<file path="src/rtl/pfq_pkg.sv">
package pfq_pkg;

    localparam int BYTE_W = 8;
    localparam int WORD_W = 16;

    typedef enum logic [1:0] {
        QS_IDLE  = 2'b00,
        QS_FIRST = 2'b01,
        QS_FLUSH = 2'b10,
        QS_NEXT  = 2'b11
    } qstat_e;

    typedef struct packed {
        logic [1:0]        nbytes;
        logic [BYTE_W-1:0] lo;
        logic [BYTE_W-1:0] hi;
    } push_t;

    function automatic qstat_e qstat_of(logic flush, logic grant, logic first);
        if (flush)
            return QS_FLUSH;
        else if (grant)
            return first ? QS_FIRST : QS_NEXT;
        else
            return QS_IDLE;
    endfunction

endpackage

</file>
<file path="src/rtl/pfq_store.sv">
module pfq_store
    import pfq_pkg::*;
#(
    parameter int DEPTH = 6,
    localparam int IDX_W = $clog2(DEPTH),
    localparam int CNT_W = $clog2(DEPTH + 1)
) (
    input  logic              clk,
    input  logic              rst,
    input  logic              clear,
    input  push_t             push,
    input  logic              pop,
    output logic [BYTE_W-1:0] head,
    output logic [CNT_W-1:0]  count
);

    localparam int SW = IDX_W + 1;

    logic [BYTE_W-1:0] mem [DEPTH];
    logic [IDX_W-1:0]  wr_idx, rd_idx;
    logic [CNT_W-1:0]  cnt_q;

    function automatic logic [IDX_W-1:0] bump(logic [IDX_W-1:0] i, int unsigned k);
        logic [SW-1:0] s;
        s = {1'b0, i} + SW'(k);
        if (s >= SW'(DEPTH))
            s = s - SW'(DEPTH);
        return s[IDX_W-1:0];
    endfunction

    logic [IDX_W-1:0] wr_idx_b;
    assign wr_idx_b = bump(wr_idx, 1);

    always_ff @(posedge clk) begin
        for (int e = 0; e < DEPTH; e++) begin
            if (!clear && push.nbytes != 2'd0 && IDX_W'(e) == wr_idx)
                mem[e] <= push.lo;
            else if (!clear && push.nbytes == 2'd2 && IDX_W'(e) == wr_idx_b)
                mem[e] <= push.hi;
        end
    end

    always_ff @(posedge clk) begin
        if (rst || clear) begin
            wr_idx <= '0;
            rd_idx <= '0;
            cnt_q  <= '0;
        end else begin
            wr_idx <= bump(wr_idx, 32'(push.nbytes));
            if (pop)
                rd_idx <= bump(rd_idx, 1);
            cnt_q <= cnt_q + CNT_W'(push.nbytes) - CNT_W'(pop);
        end
    end

    assign head  = mem[rd_idx];
    assign count = cnt_q;

endmodule

</file>
<file path="src/rtl/pfq_fetch.sv">
module pfq_fetch
    import pfq_pkg::*;
#(
    parameter int ADDR_W = 20,
    parameter int DEPTH  = 6,
    localparam int CNT_W = $clog2(DEPTH + 1)
) (
    input  logic              clk,
    input  logic              rst,
    input  logic              flush,
    input  logic [ADDR_W-1:0] flush_addr,
    input  logic [CNT_W-1:0]  count,
    input  logic              ack,
    input  logic [WORD_W-1:0] data,
    output logic              req,
    output logic [ADDR_W-1:0] addr,
    output push_t             push
);

    logic [ADDR_W-1:0] ptr_q;
    logic              take;

    assign req  = count <= CNT_W'(DEPTH - 2);
    assign take = req && ack && !flush;
    assign addr = {ptr_q[ADDR_W-1:1], 1'b0};

    always_comb begin
        push = '0;
        if (take) begin
            if (ptr_q[0]) begin
                push.nbytes = 2'd1;
                push.lo     = data[WORD_W-1:BYTE_W];
            end else begin
                push.nbytes = 2'd2;
                push.lo     = data[BYTE_W-1:0];
                push.hi     = data[WORD_W-1:BYTE_W];
            end
        end
    end

    always_ff @(posedge clk) begin
        if (rst)
            ptr_q <= '0;
        else if (flush)
            ptr_q <= flush_addr;
        else if (take)
            ptr_q <= ptr_q + (ptr_q[0] ? ADDR_W'(1) : ADDR_W'(2));
    end

endmodule

</file>
<file path="src/rtl/pfq_status.sv">
module pfq_status
    import pfq_pkg::*;
(
    input  logic   clk,
    input  logic   rst,
    input  logic   flush,
    input  logic   grant,
    input  logic   first,
    output qstat_e qstat
);

    always_ff @(posedge clk) begin
        if (rst)
            qstat <= QS_IDLE;
        else
            qstat <= qstat_of(flush, grant, first);
    end

endmodule

</file>
<file path="src/rtl/prefetch_queue.sv">
module prefetch_queue
    import pfq_pkg::*;
#(
    parameter int ADDR_W = 20,
    parameter int DEPTH  = 6
) (
    input  logic              clk,
    input  logic              rst,
    input  logic              flush_i,
    input  logic [ADDR_W-1:0] flush_addr_i,
    output logic              fetch_req_o,
    output logic [ADDR_W-1:0] fetch_addr_o,
    input  logic              fetch_ack_i,
    input  logic [15:0]       fetch_data_i,
    input  logic              rd_i,
    input  logic              rd_first_i,
    output logic              rd_valid_o,
    output logic [7:0]        rd_data_o,
    output logic [1:0]        qstat_o
);

    localparam int CNT_W = $clog2(DEPTH + 1);

    logic [CNT_W-1:0] fill;
    push_t            push;
    logic             grant;
    qstat_e           qstat;

    assign rd_valid_o = fill != '0;
    assign grant      = rd_i && rd_valid_o && !flush_i;

    pfq_fetch #(.ADDR_W(ADDR_W), .DEPTH(DEPTH)) u_fetch (
        .clk        (clk),
        .rst        (rst),
        .flush      (flush_i),
        .flush_addr (flush_addr_i),
        .count      (fill),
        .ack        (fetch_ack_i),
        .data       (fetch_data_i),
        .req        (fetch_req_o),
        .addr       (fetch_addr_o),
        .push       (push)
    );

    pfq_store #(.DEPTH(DEPTH)) u_store (
        .clk   (clk),
        .rst   (rst),
        .clear (flush_i),
        .push  (push),
        .pop   (grant),
        .head  (rd_data_o),
        .count (fill)
    );

    pfq_status u_status (
        .clk   (clk),
        .rst   (rst),
        .flush (flush_i),
        .grant (grant),
        .first (rd_first_i),
        .qstat (qstat)
    );

    assign qstat_o = qstat;

endmodule

</file>
<file path="config.mk">
export PLATFORM = sky130hd
export DESIGN_NAME = prefetch_queue
export DESIGN_NICKNAME = d
export VERILOG_FILES = /design/src/rtl/pfq_pkg.sv /design/src/rtl/pfq_store.sv /design/src/rtl/pfq_fetch.sv /design/src/rtl/pfq_status.sv /design/src/rtl/prefetch_queue.sv
export SDC_FILE = /design/constraint.sdc
export NUM_CORES = 1
export LEC_CHECK = 0
export ABC_AREA = 0
export BUFFER_PORTS_ARGS = -buffer_cell sky130_fd_sc_hd__buf_4
export CORE_MARGIN = 3
export CORE_UTILIZATION = 58
export DETAILED_ROUTE_END_ITERATION = 10
export GPL_TIMING_DRIVEN = 0
export PLACE_DENSITY = 0.81
export SLEW_MARGIN = 20
export SYNTH_ARGS = -nofsm -noshare
export SYNTH_HDL_FRONTEND = slang
export SYNTH_SLANG_ARGS = --single-unit
</file>
<file path="constraint.sdc">
create_clock -name clk -period 6.05 [get_ports clk]
set_input_delay 0.3025 -clock clk [delete_from_list [all_inputs] [get_ports clk]]
set_output_delay 0.3025 -clock clk [all_outputs]
set_load 0.02 [all_outputs]
</file>
## Word level (Yosys, flattened, before mapping)

Memories as Yosys holds them, arrays and structs flattened. A register that Yosys moved wholly into a read port is not among the register bits.
Cells that the tools add are included.

- Add/subtract/negate cells: 9
- Multipliers: 0
- Divide/modulo/power cells: 0
- $lt $le $gt $ge: 4
- Equality and inequality tests: 11
- Shift operators: 0
- Mux-type cells: 62
- Bitwise operators: 7
- Reduce and logical (&&, ||, !) cells: 30

Operators with widths:

| kind | count |
|---|---|
| 8-bit 2-to-1 mux | 11 |
| 20-bit 2-to-1 mux | 2 |
| 1-bit 2-to-1 mux | 34 |
| 8-bit OR reduction | 4 |
| 3-bit 2-to-1 mux | 9 |
| 20-bit adder | 1 |
| 1-bit logical AND | 18 |
| 18-bit 2-to-1 mux | 1 |
| 2-bit by 3-bit == test with 1-bit output (first input constant) | 4 |
| 3-bit == test (first input constant) | 4 |
| 4-bit by 3-bit greater-or-equal comparator with 1-bit output (second input constant) | 3 |
| 10-bit 2-to-1 mux | 1 |
| 3-bit subtractor (second input constant) | 3 |
| 3-bit by 1-bit adder with 4-bit output (second input constant) | 2 |
| 2-bit 2-to-1 mux | 4 |
| 1-bit by 3-bit == test with 1-bit output (first input constant) | 2 |
| 3-bit zero test | 2 |
| 1-bit OR | 6 |
| 3-bit by 2-bit adder with 4-bit output | 1 |
| 2-bit nonzero test | 2 |
| 3-bit by 2-bit adder with 3-bit output | 1 |
| 3-bit less-or-equal comparator (second input constant) | 1 |
| 3-bit nonzero test | 1 |
| 3-bit OR reduction | 1 |
| other kinds (5) | 5 |

- Bits in registers: 31
- Latch bits: 0
- Memory bits (writable): 48
- ROM bits: 0
- Input port bits: 42
- Output and inout port bits: 32
- Word-level logic and storage cells: 130
- Memories kept: 1

Memory list:

| name | words | bits a word | rd ports | clocked after Yosys merged registers in | write ports | line | source |
|---|---|---|---|---|---|---|---|
| u_store.mem | 6 | 8 | 1 | 1 | 2 | pfq_store.sv:19 | `logic [BYTE_W-1:0] mem [DEPTH];` |

## Depth between registers and ports, before layout

Gate-level depths: netlist of run 1.

- Word-level depth: 14
- Gate-level depth with buffers: 12
- Mapped depth without buffers: 10

## Modules after synthesis

Synthesis of run 1 repeated with hierarchy kept, for this count alone.

- Cell total of the unflattened synthesis: 441
- Area, all modules: 4899.7 µm²

Modules (own cells, without submodules):

| module | times used | cells each | area an instance (µm²) | seq. area each (µm²) |
|---|---|---|---|---|
| pfq_store | 1 | 247 | 3340.7 | 1681.6 |
| pfq_fetch | 1 | 186 | 1472.7 | 400.4 |
| pfq_status | 1 | 6 | 66.3 | 40.0 |
| prefetch_queue | 1 | 2 | 20.0 | 0.0 |

## Worst setup path after synthesis of run 1

No wires, ideal clock.

- Kind: flip-flop to flip-flop
- Start: reg u_store.cnt_q[2] (netlist: u_store.count[2])
- End: reg u_store.wr_idx[1]
- Setup time: 0.071 ns
- Arrival: 2.662 ns
- Required time: 5.979 ns
- Path slack: 3.318 ns
- Stages on the path, launching flop included: 11
- Buffers on the path: 2
- Clock period less this slack: 2.732 ns
- Cells stage by stage: dfxtp_1 -> o21a_4 -> clkinv_4 -> nand3_1 -> clkbuf_1 -> buf_1 -> nor2_1 -> ha_1 -> fa_1 -> or3_1 -> a21oi_1

- Cells in the longest elaborated chain, start to end: 7
- Elaborated cells between the ends (all ways): 8
- Classes of those cells: add/sub: 2; order compare: 2; mux: 2; reduce/logical: 2

RTL lines:

| what | line | source |
|---|---|---|
| start: declaration | pfq_store.sv:21 | `logic [CNT_W-1:0] cnt_q;` |
| start signal: assignment | pfq_store.sv:52 | `cnt_q <= cnt_q + CNT_W'(push.nbytes) - CNT_W'(pop);` |
| 3-bit less-or-equal comparator * | pfq_fetch.sv:23 | `assign req = count <= CNT_W'(DEPTH - 2);` |
| named net fetch_req_o | prefetch_queue.sv:11 | `output logic fetch_req_o,` |
| 1-bit logical AND * (2 in series) | pfq_fetch.sv:24 | `assign take = req && ack && !flush;` |
| 18-bit 2-to-1 mux * | pfq_fetch.sv:29 | `if (take) begin` |
| 3-bit by 2-bit adder with 4-bit output * | pfq_store.sv:25 | `s = {1'b0, i} + SW'(k);` |
| 4-bit by 3-bit greater-or-equal comparator with 1-bit output or 3-bit subtractor (tied branches) | pfq_store.sv:26, pfq_store.sv:27 |  |
| 3-bit 2-to-1 mux * | pfq_store.sv:26 | `if (s >= SW'(DEPTH))` |
| end signal: assignment | pfq_store.sv:49 | `wr_idx <= bump(wr_idx, 32'(push.nbytes));` |
| end: declaration | pfq_store.sv:20 | `logic [IDX_W-1:0] wr_idx, rd_idx;` |

The timed path passes the listed nets; every way through them passes the cells marked *.
A chain may end at the register's enable or synchronous reset.

## Final worst setup path of run 1

- Start: reg u_store.cnt_q[2] (netlist: u_store.count[2])
- End: reg u_store.wr_idx[1]

- Cells in the longest elaborated chain, start to end: 7
- Elaborated cells between the ends (all ways): 8
- Classes of those cells: add/sub: 2; order compare: 2; mux: 2; reduce/logical: 2

RTL lines:

| what | line |
|---|---|
| 3-bit less-or-equal comparator * | pfq_fetch.sv:23 |
| 1-bit logical AND * (2 in series) | pfq_fetch.sv:24 |
| 18-bit 2-to-1 mux * | pfq_fetch.sv:29 |
| 3-bit by 2-bit adder with 4-bit output * | pfq_store.sv:25 |
| 4-bit by 3-bit greater-or-equal comparator with 1-bit output or 3-bit subtractor (tied branches) | pfq_store.sv:26, pfq_store.sv:27 |
| 3-bit 2-to-1 mux * | pfq_store.sv:26 |

Mark *: on every way between the ends. The rest lies on a longest branch, timed or not.

==> results.cfg, run 1 <==
[status]
outcome = finished, final reports clean

[timing]
max_slew.worst_pin.slew_ns = 1.10
final_count_of_hold_timing_violations = 0
final_max_slew_viols = 0
worst_slew_margin_rel = 0.265
final.setup_skew_ns = 0.0144
timing.final.crit_share = 0.565
setup_violations = 0
tns_ns = 0
maxClockFrequency_mhz = 292
rsz_0062_raised_after_global_routing = false
period_minus_ws_final_ns = 3.42

[power_and_ir_drop]
pwr-share-seq = 0.480
switching_power_w = 0.000357
power.combinational.fraction = 0.171
p_leak_nw = 2.34
ir_worst_vdd_v = 0.000129
share_clk_of_total_power = 0.348
internal_power_w = 0.000945
power-per-cell-area_nw_per_um2 = 223
switching_part_of_the_total_power = 0.274

[setup_path]
worstSetupPathType = flip-flop to flip-flop
worst_path_largest_cell_delay_ns = 0.59
critical_path.startpoint_type = flip-flop
cpLargestDelayFamily = buffers and inverters
timing.critical_path.slowest_stage_cell = buf_1
setup.reg_to_reg.worst_slack_ns = 2.63
timing.critical_path.required_ns = 6.34
buffers_and_inverters_on_the_worst_path = 3
crit_chain = o21a_4 > clkinv_4 > nand3_1 > clkbuf_1 > buf_1 > nor2_1 > ha_1 > fa_1 > or3_1 > a21oi_1
worstPathMaxFanout = 10
data_arrival_time_of_the_worst_path_ns = 3.71
worst_setup_path_end_kind = flip-flop

[clock_network]
cts_buffers = 9
clockBufferDepth = 2
cts.repair.resized = 0
cts_sinks = 82
tritoncts = done
cts_root_buffer = clkbuf_8
cts_max_level = 3
ctsHoldBuffers = 0
post-cts-setup-buffers = 0
clock_insertion_delay_worst_skew_ns = 0.37
clkTransAtPathRegs_ns = 0.09

[routing]
detailedRoute.firstIterationViolations = 344
drt_pass1_iterations = 6
route.detailed.vias_per_inst = 6.12
antenna_left = 0
wire_per_inst_um = 18.4
drt-total-wl_mm = 12.8
drcViolationCount = 0
num_vias = 4267

[logic_synthesis]
yosysTopAreaCell = edfxtp_1
post_syn_instances = 505
number_of_flops_mapped_to_enable_cells_by_yosys = 48
yosys_warnings = 0
sequential_area_share_after_synthesis = 0.429
post_synth_instance_area_um2 = 4940
syn-num-nets = 563
ys_top_cells_by_area = edfxtp_1 29%, dfxtp_1 14%, mux2i_1 6.5%
synth.most_common_cell = nor2_1
asyncSetResetFlopFracSynth = 0
synth.avg_cell_area_um2 = 9.79
synth.ff_latch_count = 82
post-synth-top-area-fraction = 0.291
synthDistinctLibCells = 72
ys.flop_type = edfxtp_1
leading_cell_types_by_count_after_synthesis = 72 x nor2_1, 48 x edfxtp_1, 34 x dfxtp_1

[placed_design]
numPortBuffers = 71
post-dp-hpwl_mm = 9.04
place.gp.congestion = 0.937

[die]
die_w_um = 98.3
die_h_um = 98.3
design.core.area_um2 = 8260
top_level_ports = 74
die_area_um2 = 9670
starting_density_of_the_core = 0.599
rows = 33

[layout]
insertedDiodeCount = 0
finish.net_count = 645
area_growth_pct = 18.0
drive_gt1_frac = 0.228
finish.utilization = 0.707

[global_routing]
global_route.peak_usage_layer = met2
grt_pass1_vias = 4166
overall_track_demand_over_capacity_in_global_routing = 0.268
global_route.usage.met2 = 0.456
met3_usage = 0.0443
antenna_found_initial = 0
grt_start_max_net_pins = 16
first_pass_grt_wire_length_mm = 20.7
globalRouteMet1Util = 0.346
globalRoute.totalOverflow = 0

[worst_hold_path]
timing.hold.worst.class = primary input to flip-flop

[flow_run]
cap_viol_max_count = 0
-- stage by stage --
step           hold slack (ns)  total power, W  instances  setup slack (ns)  cell area, µm²
5_1_grt                  0.155         0.00135        697              2.40            5840
3_3_place_gp             0.508        0.000851        681              2.80            5610
4_1_cts                  0.140         0.00130        697              2.70            5830
6_report                 0.141         0.00130        697              2.63            5840
2_1_floorplan            0.420        0.000773        505              3.32            4940
3_5_place_dp             0.516        0.000857        681              2.76            5610
-- cells in the final DEF, fill, tap and decap left out, types with 4 or more instances in the layout --
master and instances:
o31ai_1 5, a311oi_1 7, nor2_1 72, xnor2_1 8
nand2b_1 5, buf_1 4, mux4_2 8, or3_1 4
nand3_1 15, buf_4 92, o21ai_0 12, inv_1 26
buf_2 7, a22o_1 8, mux2i_1 32, clkbuf_8 9
and4_1 4, a21oi_1 33, nand2_1 23, edfxtp_1 48
nor2b_1 4, and3_1 4, a211oi_1 5, nand4_1 5
nor3_1 4, clkbuf_1 16, dfxtp_1 34, o22ai_1 9
xor2_1 4, ha_1 14, or4_1 5
-- power groups by stage --
stage	logic, W	clock network (W)	registers, W
2_1_floorplan	0.000140	0	0.000633
3_3_place_gp	0.000215	0	0.000636
3_5_place_dp	0.000220	0	0.000637
4_1_cts	0.000222	0.000454	0.000625
5_1_grt	0.000242	0.000478	0.000627
6_report	0.000223	0.000453	0.000625
-- cell families (layout without fill, tap and decap cells) --
family	after synthesis	after routing	synth area share
AO/OA/AOI/OAI	114	114	0.163
XOR/XNOR	12	12	0.0213
adder cells (fa/ha/maj)	16	16	0.0435
buffers and inverters	77	164	0.0787
flip-flops	82	82	0.429
multiplexers	41	41	0.103
other	1	1	0.000758
AND/OR/NAND/NOR	162	162	0.160
-- layout make-up --
| type | instances | area, µm² |
|---|---|---|
| Inverter | 28 | 110 |
| Fill cell | 664 | 2420 |
| Timing Repair Buffer | 71 | 533 |
| Clock buffer | 9 | 124 |
| Clock inverter | 7 | 98.8 |
| Tap cell | 105 | 131 |
| Sequential cell | 82 | 2120 |
| Multi-Input combinational cell | 346 | 2440 |
| Buffer | 49 | 279 |
-- registers in the layout (all words and copies together), names as in the netlist, named ones only --
name / count
u_store.mem: 48
u_fetch.ptr_q: 20
u_store.count: 3
u_store.rd_idx: 3
u_store.wr_idx: 3
u_status.qstat: 2
-- path summary, 6_finish.rpt --
kind | startpoint | endpoint | cells after the start
worst min register to register | u_fetch.ptr_q[12] | u_fetch.ptr_q[12] | 2
worst max-delay path | u_store.count[2] | u_store.wr_idx[1] | 10
worst min-delay path | flush_addr_i[16] | u_fetch.ptr_q[16] | 2
worst max register to register | u_store.count[2] | u_store.wr_idx[1] | 10
-- layer usage --
layer,vias up,share of wire
li1,2013,-
met1,2012,0.39
met2,214,0.51
met3,28,0.084
met4,0,0.020
met5,-,0
(Power assumes the default switching activity.)
==> run 2, diff against run 1 <==
CORE_UTILIZATION = 52   (was 58)
PLACE_DENSITY = 0.77   (was 0.81)
clock period = 3 ns   (was 6.05 ns; I/O delays follow)
==> results.cfg, run 2 (synthesized netlist as in run 1, its figures left out) <==
[status]
outcome = finished, final reports clean

[layout]
area_growth_pct = 19.4
fillCellCount = 736
registers.top_by_ff_count = u_store.mem
sequential_cell_area_um2 = 2120
max_reg_flops = 48
drive_gt1_frac = 0.248
finalInstanceArea_um2 = 5900
leading_cell_types_in_the_layout_fill_and_taps_excluded = 92 x buf_4, 70 x nor2_1, 48 x edfxtp_1
finish.cell_count_without_fillers = 719
final_common_cell = buf_4
biggestRegsByFlops = u_store.mem (48), u_fetch.ptr_q (20)
finish.net_count = 646
area_used_by_multi_input_combinational_logic_um2 = 2490
insertedDiodeCount = 0

[timing]
final_count_of_hold_timing_violations = 0
final.setup_skew_ns = 0.0115
max_slew.worst_pin.slew_ns = 1.03
setup_violations = 0
worst_slew_margin_rel = 0.308
rsz_0062_raised_after_global_routing = true
setup_ws_ns = 0.0992
final_max_slew_viols = 0
period_minus_ws_final_ns = 2.90
tns_ns = 0
timing.final.crit_share = 0.967
maxClockFrequency_mhz = 345

[clock_network]
cts_root_buffer = clkbuf_8
post-cts-setup-buffers = 0
tritoncts = done
clkTransAtPathRegs_ns = 0.09
cts_buffers = 9
clock_insertion_delay_worst_skew_ns = 0.36
cts_sinks = 82
cts_max_level = 3
clockBufferDepth = 2

[die]
die_area_um2 = 10700
top_level_ports = 74
die_w_um = 104
design.core.area_um2 = 8980
starting_density_of_the_core = 0.551
die_h_um = 104
rows = 34

[setup_path]
timing.critical_path.required_ns = 3.26
worst_setup_path_end_kind = flip-flop
worstReg2RegStart = u_fetch.ptr_q[0]
timing.critical_path.from = u_fetch.ptr_q[0]
critical_path.startpoint_type = flip-flop
rr_worst_depth = 9
setup.reg_to_reg.worst_slack_ns = 0.1
worstSetupPathType = flip-flop to flip-flop
cp-endpoint = u_fetch.ptr_q[17]
data_arrival_time_of_the_worst_path_ns = 3.16
worstPathMaxFanout = 10
worstReg2RegEnd = u_fetch.ptr_q[17]

[routing]
route.detailed.vias_per_inst = 5.91
num_vias = 4249
drt-total-wl_mm = 12.9
detailedRoute.firstIterationViolations = 316
drt_pass1_iterations = 6
wire_per_inst_um = 17.9
drcViolationCount = 0
antenna_left = 0

[placed_design]
place.gp.congestion = 0.842
post-place-cells = 702
numPortBuffers = 71
detailed_place.area_um2 = 5640
post-dp-hpwl_mm = 9.25
dp_worst_setup_slack_ns = -0.282

[global_routing]
grt_pass1_vias = 4272
antenna_found_initial = 0
overall_track_demand_over_capacity_in_global_routing = 0.238
globalRoute.totalOverflow = 0
grt_start_max_net_pins = 14
first_pass_grt_wire_length_mm = 21.0

[flow_run]
cap_viol_max_count = 0

[power_and_ir_drop]
power_w = 0.00250
power-per-cell-area_nw_per_um2 = 424
ir_worst_vdd_v = 0.000277
p_leak_nw = 2.34

[worst_hold_path]
hold-path-cell-count = 2
timing.hold.worst.class = primary input to flip-flop
## run 2: where the power goes
group / leakage [nW] / internal [W] / switching, W / total (W)
Combinational: 1.51 / 0.000207 / 0.000253 / 0.000459
Sequential: 0.738 / 0.00123 / 0.0000350 / 0.00126
Clock: 0.0920 / 0.000379 / 0.000407 / 0.000786
Total: 2.34 / 0.00181 / 0.000694 / 0.00250
## run 2: through the flow
stage / hold slack (ns) / utilization
global placement: 0.357 / 0.628
global route: 0.0138 / 0.658
detailed placement: 0.360 / 0.628
finish: 0.00875 / 0.658
CTS: 0.00562 / 0.651
floorplan: 0.268 / -
## run 2: layer usage
metal,vias up,share of wire,track usage
met5,-,0,0
met4,0,0.032,0.105
met3,39,0.059,0.0330
met2,161,0.49,0.400
met1,2042,0.42,0.308
li1,2007,-,-
## run 2: how the worst min path moves through the flow
stage	from	endpoint	slack [ns]
finish	flush_addr_i[13]	u_fetch.ptr_q[13]	0.009
CTS	flush_addr_i[13]	u_fetch.ptr_q[13]	0.006
global route	flush_addr_i[13]	u_fetch.ptr_q[13]	0.01
detailed placement	flush_addr_i[16]	u_fetch.ptr_q[16]	0.36
global placement	flush_addr_i[16]	u_fetch.ptr_q[16]	0.36
floorplan	flush_addr_i[16]	u_fetch.ptr_q[16]	0.27
## run 2: repair_timing
item,CTS,global route
hold endpoints to repair,1,0
pin swaps,0,1
hold buffers,1,0
endpoints found under the setup margin,29,50
resized for setup,6,15
## run 2: layout make-up
cell class,count,share of cell area
multi-input cells,346,0.422
flip-flops and latches,82,0.359
clock inverters,6,0.00975
clock buffers,10,0.0216
plain buffers,49,0.0496
well taps,126,0.0267
inverters,28,0.0187
repair buffers,72,0.0920
## run 2: worst max-delay path, cell delays in order, from the launching register on
cell      delay, ns
dfxtp_1        0.36
clkbuf_2       0.29
inv_1          0.13
clkbuf_1       0.30
ha_1           0.42
a21o_1         0.25
nand3_4        0.12
buf_6          0.15
or4_1          0.50
a311oi_1       0.28
==> run 3, diff against run 2 <==
CORE_UTILIZATION = 45   (was 52)
CTS_BUF_LIST = sky130_fd_sc_hd__clkbuf_16   (was unset)
PLACE_DENSITY = 0.68   (was 0.77)
==> results.cfg, run 3 (synthesized netlist as in run 1, its figures left out) <==
[timing]
rsz_0062_raised_after_global_routing = true
tns_ns = 0
final_max_slew_viols = 0
worst_slew_margin_rel = 0.319
final.setup_skew_ns = 0.00675
maxClockFrequency_mhz = 349
max_slew.worst_pin.slew_ns = 1.01
final_count_of_hold_timing_violations = 0
period_minus_ws_final_ns = 2.87
setup_ws_ns = 0.134
setup_violations = 0
timing.final.crit_share = 0.955

[setup_path]
rr_worst_depth = 8
crit_chain = clkbuf_1 > inv_1 > ha_1 > buf_2 > xor2_1 > a31oi_2 > mux2i_1 > nor2_1
timing.critical_path.required_ns = 3.07
worstReg2RegEnd = u_store.mem[1][7]
worst_path_largest_cell_delay_ns = 0.68
cpLargestDelayFamily = compound AO/OA/AOI/OAI gates
buffers_and_inverters_on_the_worst_path = 3
worstSetupPathType = flip-flop to flip-flop
worst_setup_path_end_kind = flip-flop
critical_path.startpoint_type = flip-flop
worstPathMaxFanout = 10
timing.critical_path.slowest_stage_cell = a31oi_2
setup.reg_to_reg.worst_slack_ns = 0.13
crit_cells = 8
data_arrival_time_of_the_worst_path_ns = 2.94
worstReg2RegStart = u_store.wr_idx[0]

[power_and_ir_drop]
switching_part_of_the_total_power = 0.255
power.combinational.fraction = 0.157
p_leak_nw = 2.40
internal_power_w = 0.00216
share_clk_of_total_power = 0.408
ir_worst_vdd_v = 0.000287
power-per-cell-area_nw_per_um2 = 480
switching_power_w = 0.000739
pwr-share-seq = 0.435

[placed_design]
place.gp.congestion = 0.842
numPortBuffers = 71
post-dp-hpwl_mm = 9.35
detailed_place.area_um2 = 5650
dp_worst_setup_slack_ns = -0.275

[die]
top_level_ports = 74
starting_density_of_the_core = 0.471
die_w_um = 111
design.core.area_um2 = 10500
die_area_um2 = 12300
rows = 37
die_h_um = 111

[global_routing]
globalRoute.totalOverflow = 0
grt_start_max_net_pins = 15
grt_pass1_vias = 4130
first_pass_grt_wire_length_mm = 20.9
antenna_found_initial = 0
overall_track_demand_over_capacity_in_global_routing = 0.210

[layout]
drive_gt1_frac = 0.248
fillCellCount = 909
area_used_by_multi_input_combinational_logic_um2 = 2490
finalInstanceArea_um2 = 6040
biggestRegsByFlops = u_store.mem (48), u_fetch.ptr_q (20)
registers.top_by_ff_count = u_store.mem
area_growth_pct = 22.1
leading_cell_types_in_the_layout_fill_and_taps_excluded = 93 x buf_4, 71 x nor2_1, 48 x edfxtp_1
finish.net_count = 645
sequential_cell_area_um2 = 2120
final_common_cell = buf_4
insertedDiodeCount = 0
max_reg_flops = 48

[status]
outcome = finished, final reports clean

[worst_hold_path]
timing.hold.worst.class = primary input to flip-flop
min_from = flush_addr_i[16]
min_delay_worst_endpoint = u_fetch.ptr_q[16]
hold-path-cell-count = 2

[routing]
route.detailed.vias_per_inst = 5.66
drt-total-wl_mm = 13.0
antenna_left = 0
wire_per_inst_um = 17.8
drt_pass1_iterations = 5
num_vias = 4119
drcViolationCount = 0
detailedRoute.firstIterationViolations = 274

[clock_network]
cts_buffers = 9
clock_insertion_delay_worst_skew_ns = 0.33
cts_sinks = 82
cts_root_buffer = clkbuf_16
clkTransAtPathRegs_ns = 0.06
cts_max_level = 3
clockBufferDepth = 2
tritoncts = done

[flow_run]
cap_viol_max_count = 0
-- run 3: cell types whose count changed in the layout (fill, tap and decap cells not counted), sizes merged --
cell | before | now
inv | 26 | 27
buf | 104 | 105
clkinvlp | 2 | 1
bufinv | 1 | 2
dlygate4sd3 | 1 | 0
clkbuf | 26 | 24
-- run 3: how the worst max path moves through the flow --
| stage | start | end | slack [ns] |
|---|---|---|---|
| final | u_store.wr_idx[0] | u_store.mem[1][7] | 0.13 |
| after global routing | u_store.wr_idx[0] | u_store.mem[2][0] | -0.007 |
| after global placement | u_store.count[2] | u_store.wr_idx[2] | -0.26 |
| after detailed placement | u_store.count[2] | u_store.wr_idx[2] | -0.27 |
| after CTS | u_store.wr_idx[2] | u_store.mem[5][7] | 0.003 |
| after floorplan | u_store.count[2] | u_store.wr_idx[1] | 0.27 |
-- run 3: area by class of cell --
cell class,instances,share of cell area
sequential,82,0.351
tap,136,0.0282
multi-input combinational,346,0.412
clock buffer,9,0.0373
clock inverter,7,0.0153
buffer,48,0.0481
timing repair buffer,72,0.0895
inverter,28,0.0182
-- run 3: stage by stage --
step | std cells | hold WS, ns | utilization | total power, W
3_5_place_dp | 712 | 0.359 | 0.537 | 0.00173
4_1_cts | 728 | 0.00577 | 0.569 | 0.00291
2_1_floorplan | 505 | 0.268 | - | 0.00156
6_report | 728 | 0.0150 | 0.575 | 0.00290
3_3_place_gp | 712 | 0.359 | 0.537 | 0.00172
5_1_grt | 728 | 0.0145 | 0.575 | 0.00301
-- run 3: what timing repair did --
item                                    4_1_cts  5_1_grt
resized for setup                             5       18
pin swaps                                     0        1
setup buffers                                 0        1
hold buffers                                  0        0
endpoints found under the setup margin       26       58
-- run 3: routing by layer --
layer	wire (µm)	GRT usage
met3	744	0.0388
met1	5580	0.269
met2	6440	0.358
met5	0	0
met4	225	0.0690
-- run 3: power groups by stage --
stage	Combinational [W]	Clock, W	Sequential [W]
floorplan	0.000283	0	0.00128
global placement	0.000437	0	0.00128
detailed placement	0.000447	0	0.00129
CTS	0.000451	0.00120	0.00126
global route	0.000496	0.00124	0.00127
finish	0.000455	0.00118	0.00126
-- run 3: worst reg2reg max path: stages (launching register included) --
cell,delay [ns]
dfxtp_1,0.40
clkbuf_1,0.32
inv_1,0.17
ha_1,0.33
buf_2,0.19
xor2_1,0.18
a31oi_2,0.68
mux2i_1,0.29
nor2_1,0.05
